### config.mk
export PLATFORM = sky130hd
export DESIGN_NAME = amseq_top
export DESIGN_NICKNAME = d
export VERILOG_FILES = /design/src/rtl/amseq_pkg.sv /design/src/rtl/amseq_sync.sv /design/src/rtl/amseq_cnt.sv /design/src/rtl/amseq_top.sv
export SDC_FILE = /design/constraint.sdc
export NUM_CORES = 1
export LEC_CHECK = 0
export BUFFER_PORTS_ARGS = -buffer_cell sky130_fd_sc_hd__buf_2
export CAP_MARGIN = 20
export CORE_ASPECT_RATIO = 1.75
export CORE_MARGIN = 1
export CORE_UTILIZATION = 40
export DETAILED_ROUTE_END_ITERATION = 7
export PLACE_DENSITY = 0.68
export SETUP_SLACK_MARGIN = 0.3
export SLEW_MARGIN = 10
export SYNTH_ARGS = -nofsm -noshare
export SYNTH_HDL_FRONTEND = slang
export SYNTH_SLANG_ARGS = --single-unit
### constraint.sdc
create_clock -name clk -period 1.93 [get_ports clk]
set_input_delay 0.386 -clock clk [delete_from_list [all_inputs] [get_ports clk]]
set_output_delay 0.386 -clock clk [all_outputs]
set_load 0.03 [all_outputs]
### src/rtl/amseq_pkg.sv
package amseq_pkg;
  typedef enum logic [2:0] {
    ST_IDLE,
    ST_ACCESS,
    ST_WAIT,
    ST_RELEASE,
    ST_TURN
  } amseq_state_t;
endpackage

### src/rtl/amseq_sync.sv
module amseq_sync #(
  parameter int STAGES = 2
) (
  input  logic clk,
  input  logic rst_n,
  input  logic din,
  output logic dout
);
  logic [STAGES-1:0] sh;

  generate
    if (STAGES == 1) begin : g_one
      always_ff @(posedge clk or negedge rst_n)
        if (!rst_n) sh <= '0;
        else        sh <= din;
    end else begin : g_many
      always_ff @(posedge clk or negedge rst_n)
        if (!rst_n) sh <= '0;
        else        sh <= {sh[STAGES-2:0], din};
    end
  endgenerate

  assign dout = sh[STAGES-1];
endmodule

### src/rtl/amseq_cnt.sv
module amseq_cnt #(
  parameter int W = 8
) (
  input  logic         clk,
  input  logic         rst_n,
  input  logic         load,
  input  logic [W-1:0] load_val,
  input  logic         dec,
  output logic         last
);
  logic [W-1:0] cnt;

  always_ff @(posedge clk or negedge rst_n)
    if (!rst_n)    cnt <= '0;
    else if (load) cnt <= load_val;
    else if (dec)  cnt <= cnt - 1'b1;

  assign last = (cnt <= W'(1));

  // counting below zero would corrupt access length
  p_no_wrap_r3: assert property (@(posedge clk) disable iff (!rst_n)
    (dec && !load) |-> (cnt != '0));
endmodule

### src/rtl/amseq_top.sv
module amseq_top
  import amseq_pkg::*;
#(
  parameter int ADDR_W       = 16,
  parameter int DATA_W       = 16,
  parameter int CNT_W        = 8,
  parameter int ABORT_CYCLES = 64,
  parameter int SYNC_STAGES  = 2
) (
  input  logic              clk,
  input  logic              rst_n,
  input  logic              req_valid,
  output logic              req_ready,
  input  logic              req_write,
  input  logic [ADDR_W-1:0] req_addr,
  input  logic [DATA_W-1:0] req_wdata,
  input  logic [CNT_W-1:0]  cfg_access,
  input  logic [CNT_W-1:0]  cfg_turn,
  input  logic              cfg_rdy_en,
  input  logic              cfg_rdy_pol,
  input  logic              cfg_abort_en,
  output logic [ADDR_W-1:0] mem_addr,
  output logic [DATA_W-1:0] mem_wdata,
  input  logic [DATA_W-1:0] mem_rdata,
  output logic              mem_re_n,
  output logic              mem_we_n,
  input  logic              mem_rdy,
  output logic              rsp_valid,
  output logic              rsp_err,
  output logic [DATA_W-1:0] rsp_rdata
);
  localparam int AB_W = $clog2(ABORT_CYCLES + 1);
  localparam logic [CNT_W-1:0] REL_RD = CNT_W'(1);
  localparam logic [CNT_W-1:0] REL_WR = CNT_W'(2);

  amseq_state_t st, st_nx;
  logic wr_q, ren_q, pol_q, abt_q;
  logic [CNT_W-1:0] turn_q;
  logic rdy_s, rdy_act, accept, end_evt, end_err;
  logic cnt_load, cnt_dec, cnt_last;
  logic [CNT_W-1:0] cnt_val;
  logic ab_load, ab_dec, ab_last;

  amseq_sync #(.STAGES(SYNC_STAGES)) u_sync (
    .clk(clk), .rst_n(rst_n), .din(mem_rdy), .dout(rdy_s));

  amseq_cnt #(.W(CNT_W)) u_main_cnt (
    .clk(clk), .rst_n(rst_n), .load(cnt_load), .load_val(cnt_val),
    .dec(cnt_dec), .last(cnt_last));

  amseq_cnt #(.W(AB_W)) u_abort_cnt (
    .clk(clk), .rst_n(rst_n), .load(ab_load),
    .load_val(AB_W'(ABORT_CYCLES)), .dec(ab_dec), .last(ab_last));

  assign req_ready = (st == ST_IDLE);
  assign accept    = req_valid && req_ready;
  assign rdy_act   = (rdy_s == pol_q);

  always_comb begin
    st_nx    = st;
    end_evt  = 1'b0;
    end_err  = 1'b0;
    cnt_load = 1'b0;
    cnt_val  = '0;
    cnt_dec  = 1'b0;
    ab_load  = 1'b0;
    ab_dec   = 1'b0;
    case (st)
      ST_IDLE: if (accept) begin
        st_nx    = ST_ACCESS;
        cnt_load = 1'b1;
        cnt_val  = (cfg_access == '0) ? CNT_W'(1) : cfg_access;
      end
      ST_ACCESS: begin
        if (cnt_last) begin
          if (ren_q) begin
            st_nx   = ST_WAIT;
            ab_load = 1'b1;
          end else begin
            end_evt = 1'b1;
          end
        end else begin
          cnt_dec = 1'b1;
        end
      end
      ST_WAIT: begin
        if (rdy_act) begin
          st_nx    = ST_RELEASE;
          cnt_load = 1'b1;
          cnt_val  = wr_q ? REL_WR : REL_RD;
        end else if (abt_q && ab_last) begin
          end_evt = 1'b1;
          end_err = 1'b1;
        end else if (abt_q) begin
          ab_dec = 1'b1;
        end
      end
      ST_RELEASE: begin
        if (cnt_last) end_evt = 1'b1;
        else          cnt_dec = 1'b1;
      end
      ST_TURN: begin
        if (cnt_last) st_nx   = ST_IDLE;
        else          cnt_dec = 1'b1;
      end
      default: st_nx = ST_IDLE;
    endcase
    if (end_evt) begin
      if (turn_q != '0) begin
        st_nx    = ST_TURN;
        cnt_load = 1'b1;
        cnt_val  = turn_q;
      end else begin
        st_nx = ST_IDLE;
      end
    end
  end

  always_ff @(posedge clk or negedge rst_n) begin
    if (!rst_n) begin
      st        <= ST_IDLE;
      wr_q      <= 1'b0;
      ren_q     <= 1'b0;
      pol_q     <= 1'b1;
      abt_q     <= 1'b0;
      turn_q    <= CNT_W'(2);
      mem_addr  <= '0;
      mem_wdata <= '0;
      rsp_valid <= 1'b0;
      rsp_err   <= 1'b0;
      rsp_rdata <= '0;
    end else begin
      st        <= st_nx;
      rsp_valid <= end_evt;
      rsp_err   <= end_err;
      if (accept) begin
        wr_q      <= req_write;
        ren_q     <= cfg_rdy_en;
        pol_q     <= cfg_rdy_pol;
        abt_q     <= cfg_abort_en;
        turn_q    <= cfg_turn;
        mem_addr  <= req_addr;
        mem_wdata <= req_wdata;
      end
      if (end_evt && !wr_q) rsp_rdata <= mem_rdata;
    end
  end

  logic strobe_on;
  assign strobe_on = (st == ST_ACCESS) || (st == ST_WAIT) || (st == ST_RELEASE);
  assign mem_re_n  = !(strobe_on && !wr_q);
  assign mem_we_n  = !(strobe_on && wr_q);

  p_one_strobe_r2: assert property (@(posedge clk) disable iff (!rst_n)
    !(!mem_re_n && !mem_we_n));
  p_busy_blocks_r2: assert property (@(posedge clk) disable iff (!rst_n)
    (!mem_re_n || !mem_we_n) |-> !req_ready);
  p_wait_needs_enable_r4: assert property (@(posedge clk) disable iff (!rst_n)
    (st == ST_WAIT) |-> ren_q);
  p_err_needs_abort_r7: assert property (@(posedge clk) disable iff (!rst_n)
    rsp_err |-> (abt_q && rsp_valid));
  p_resp_after_release_r11: assert property (@(posedge clk) disable iff (!rst_n)
    ($rose(mem_re_n) || $rose(mem_we_n)) |-> rsp_valid);
  p_resp_pulse_r11: assert property (@(posedge clk) disable iff (!rst_n)
    rsp_valid |=> !rsp_valid);
endmodule

; Yosys cells after proc, flatten, opt, wreduce, memory -nomap -nowiden
; Cells that the tools add are included.
[totals]
in_bits = 72
regBits = 82
elab_cells = 86
out_inout_bits = 53
[classes]
order_cmp = 2
n_addsub = 2
eq_ne = 11
mux = 40
n_reduce_logical = 17
[op_table]
columns = operator, n
row1 = $mux 8, 6
row2 = $mux 3, 7
row3 = $mux 1, 19
row4 = $pmux 8 s2, 1
row5 = $pmux 3 s5, 1
row6 = $mux 7, 2
row7 = $ne 3x3->1 const B, 4
row8 = $le 8x1->1 const B, 1
row9 = $logic_not 8->1, 1
row10 = $reduce_bool 8->1, 1
row11 = $sub 8x1->8 const B, 1
row12 = $le 7x1->1 const B, 1
row13 = $sub 7x1->7 const B, 1
row14 = $eq 3x2->1 const B, 2
row15 = $reduce_and 6->1, 1
row16 = $logic_and 1x1->1, 5
row17 = $mux 2, 2
row18 = $reduce_bool 2->1, 2
row19 = $eq 3x1->1 const B, 1
row20 = $eq 3x3->1 const B, 1
row21 = $logic_not 1->1, 3
row22 = $logic_not 3->1, 1
row23 = $ne 3x1->1 const B, 1
row24 = $pmux 1 s3, 1
row25 = other kinds (5), 6

; Logic depth before layout (Yosys ltp)
[depth]
depth_word = 7
ltp_mapped = 9

; Modules after synthesis
; A second synthesis with hierarchy kept.
[unflattened]
hier_cells = 285
area_unflattened_um2 = 3711.1
[by_module_without_submodules]
columns = mod, instances, cells_each, area_each_um2
row1 = amseq_top, 1, 182, 2752.6
row2 = amseq_cnt at u_main_cnt, 1, 53, 494.2
row3 = amseq_cnt at u_abort_cnt, 1, 48, 414.1
row4 = amseq_sync, 1, 2, 50.0

; Least setup slack after synthesis
; No wires, ideal clock.
[synth_timing]
path_kind = register -> register
from = register u_main_cnt.cnt[2]
to = register rsp_rdata[0]
stages_incl_launch_ff = 7
setup_time_ps = 125
path_buffers = 1
path_slack_ps = -155
arrival_time_ps = 1960
required_time_ps = 1805
path_cell_list = dfrtp_1 > or3_4 > nor4_4 > o2bb2ai_4 > nand3_4 > buf_6 > mux2_4
[synth_via]
elab_chain_len = 4
word_cells_on_any_way = 5
classes_between = order compare: 1 / mux: 3 / reduce/logical: 1
[synth_rtl]
columns = element, line_no
row1 = "start, declared", amseq_cnt.sv:11  ; logic [W-1:0] cnt;
row2 = "start signal, assigned", amseq_cnt.sv:15  ; else if (load) cnt <= load_val;
row3 = "start signal, assigned", amseq_cnt.sv:16  ; else if (dec) cnt <= cnt - 1'b1;
row4 = $le 8x1->1 (*), amseq_cnt.sv:18  ; assign last = (cnt <= W'(1));
row5 = $mux 1 (on tied branches), "amseq_top.sv:99, amseq_top.sv:75"
row6 = $pmux 1 s3 (*), amseq_top.sv:68  ; case (st)
row7 = via end_evt, amseq_top.sv:39  ; logic rdy_s, rdy_act, accept, end_evt, end_err;
row8 = $logic_and 1x1->1 (*), amseq_top.sv:145  ; if (end_evt && !wr_q) rsp_rdata <= mem_rdata;
row9 = "end signal, assigned", amseq_top.sv:145
row10 = "end, declared", amseq_top.sv:30  ; output logic [DATA_W-1:0] rsp_rdata
; Mark *: on every way through the listed nets, which the timed path passes. The rest lies on a longest branch.
; A chain may end at the register's enable or synchronous reset.

; Worst setup path after layout
[layout_timing]
from = register u_main_cnt.cnt[7]
to = register rsp_rdata[2]
; The elaborated chain is that of the path after synthesis.

==> impl_metrics.tcl <==
set metrics [dict create \
    synthCells 285 \
    cts.sinks 82 \
    grt_pass1_wl_um 18200 \
    synth_area_um2 3760 \
    violations "negative setup slack" \
    slowest_delay_ps 410 \
    powerDensity_nw_per_um2 1620 \
    worst_pin_slew_ps 368 \
    fp.dieH_um 130 \
    crit_required_ps 2150 \
    die-area_um2 9800 \
    coreArea_um2 9090 \
    row_count 46 \
    synthDistinctLibCells 60 \
    wire_per_inst_um 19.6 \
    grt_pass1_vias 3560 \
    gr-usage-met2_pct 43.6 \
    vias_per_cell 5.39 \
    via_count 3303 \
    h-tree-depth 3 \
    clk_pin_slew_ps 60 \
    cts_tree "yes" \
    status "finished, violations left" \
    grt_use_met3_pct 5.87 \
    rr_endpoint "rsp_rdata[2]" \
    portBuffers 124 \
    netlist.area_leader.share_pct 53.3 \
    period_minus_slack_ps 2060 \
    wl_um 12000 \
    final_area_um2 6150 \
    ant_nets 0 \
    crit_start "u_main_cnt.cnt[7]" \
    gp_congestion 0.882 \
    finalSetupViolCount 21 \
    nets 564 \
    yosysWarningCount 0 \
    path_cells "or3_4 > nor4_4 > buf_4 > o2bb2ai_4 > nand3_4 > buf_12 > mux2_4" \
    avgSynthCellArea_um2 13.2 \
    pre_cts_slack_ps -157 \
    irDropWorstVdd_v 0.000971 \
    synth_edf_count 0 \
    antenna_found_initial 0 \
    drc 0 \
    synth_ff_type "dfrtp_1" \
    synth_largest_area_cell "dfrtp_1" \
    grt.busiest_layer "met2" \
    cp_max_fo 16 \
    worstSetupPathType "register to register" \
    cts_root_buffer "clkbuf_16" \
    tns_ps -1850 \
    rsz0062_at_grt "yes" \
    diodes 0 \
    endpoint "rsp_rdata[2]" \
    cts_buffers 9 \
    start_kind "register" \
    drtIter0Drc 236 \
    start_util_pct 41.3 \
    synth_seq_cells 82 \
    ys_top_cells_by_area "dfrtp_1, mux2_2, mux2_4" \
    max_freq_ghz 0.486 \
    postPlaceCellArea_um2 4790 \
    relSlewSlack_pct 75.5 \
    use_met1_pct 28.5 \
    setup_ws_ps -126 \
    rr_worst_depth 7 \
    rr_startpoint "u_main_cnt.cnt[7]" \
    r2r_slack_ps -130 \
    clock_path_buffers 2 \
    grt_start_max_net_pins 64 \
    num_io_pins 125 \
    drv_cap 0 \
    arrival_ps 2280 \
    drive_above_1_share_pct 65.7 \
    fin_crit_sh_pct 107 \
    cellLeakagePower_nw 3.00 \
    ys_async_sr_fraction_pct 100 \
    area_growth_syn_to_layout_pct 63.8 \
    dieWidth_um 75.3 \
    yosysSeqAreaShare_pct 54.7 \
    finalHoldViolations 0 \
    finalClockSkew_ps 7.74 \
    slowest_stage "or3_4" \
    first_pass_iters 4 \
    clkLatencyLatePin_ps 340 \
    slew_viol_final 0 \
    dp_hpwl_um 6990 \
    gr-total-overflow 0 \
    syn_nets 361 \
    grt_use_total_pct 25.8 \
    endpoint_kind "register" \
    hp-class "primary input to register" \
    p_total_mw 9.97 \
]
==> worst min-delay path by stage <==
| stage | startpoint | endpoint | cells past startpoint |
|---|---|---|---|
| final | mem_rdy | u_sync.sh[0] | 1 |
| after global placement | rst_n | mem_wdata[7] | 1 |
| after global routing | mem_rdy | u_sync.sh[0] | 1 |
| after detailed placement | rst_n | mem_wdata[7] | 1 |
| after CTS | mem_rdy | u_sync.sh[0] | 1 |
| after floorplan | rst_n | abt_q | 0 |
==> synthesized netlist by cell type, types with 2 or more instances <==
cell	n
nor2_1	22
buf_4	4
or3_1	2
nand2b_1	2
nand3b_1	2
xnor2_1	3
o21ai_0	7
buf_2	3
mux2i_1	2
clkbuf_1	3
xor2_1	8
a211oi_1	3
mux2_4	10
inv_1	6
a222oi_1	6
nand2_1	10
mux2_2	50
a21oi_1	3
nor3_1	8
dfstp_2	2
o21a_1	2
buf_6	3
dfrtp_1	80
nor4_1	5
ha_1	4
==> flip-flops by register name, indices dropped and copies added (netlist names) <==
name,count
mem_addr,16
turn_q,8
u_sync.sh,2
u_main_cnt.cnt,8
ren_q,1
st,3
mem_wdata,16
rsp_rdata,16
rsp_err,1
abt_q,1
u_abort_cnt.cnt,7
rsp_valid,1
pol_q,1
wr_q,1
==> critical path: cells and delay by family (launching register included) <==
family | cells | cell delay, ps
AOI/OAI and AO/OA | 1 | 140
and+or+nand+nor | 3 | 760
muxes | 1 | 310
DFF | 1 | 380
buffers and inverters | 2 | 350
==> cell families after synthesis <==
logic type / synth area share [%]
flip-flops: 54.7
AND/OR/NAND/NOR: 11.8
multiplexers: 19.5
AO/OA/AOI/OAI: 7.13
buffers and inverters: 3.00
XOR/XNOR: 2.57
adder cells (fa/ha/maj): 1.33
==> area by class of cell <==
class,instances,area (µm²)
tap,120,150
multi-input combinational,184,2010
clock inverter,3,46.3
clock buffer,13,260
inverter,6,22.5
fill,660,2940
sequential,82,2060
timing repair buffer,205,1610
==> layer usage <==
metal  vias to the layer above  routed length (µm)
met5                         -                   0
met4                         0                 582
met3                        49                 480
met2                       153                6650
met1                      1661                4330
li1                       1440                   -
==> report_power, final <==
part | internal, mW | leakage, nW | total, mW | switching, mW
Sequential | 2.49 | 1.00 | 3.01 | 0.527
Clock | 1.08 | 0.146 | 1.76 | 0.685
Combinational | 2.50 | 1.85 | 5.19 | 2.69
Total | 6.06 | 3.00 | 9.97 | 3.90
==> layout by cell type (no fill, tap or decap), types with 8 or more instances in the layout <==
master     count
buf_6         17
dfrtp_1       76
buf_12        10
nand2_1       10
buf_4         47
clkbuf_16      9
mux2_4        54
buf_2        120
xor2_1         8
nor2_1        18
==> metrics by stage <==
stage	hold slack, ps	std cells	util [%]
4_1_cts	140	605	65.8
6_report	151	613	67.6
2_1_floorplan	90.4	285	-
3_3_place_gp	289	551	52.6
5_1_grt	136	613	67.6
3_5_place_dp	291	551	52.6
==> repair_timing <==
item | in CTS | in global routing
cloned | 9 | 0
hold buffers | 1 | 0
pin swaps | 19 | 12
setup endpoints to repair | 79 | 81
resized for setup | 96 | 23
endpoints found under the hold margin | 18 | 0
buffers inserted | 28 | 8
Note: power is estimated with default switching activity, not from simulation.
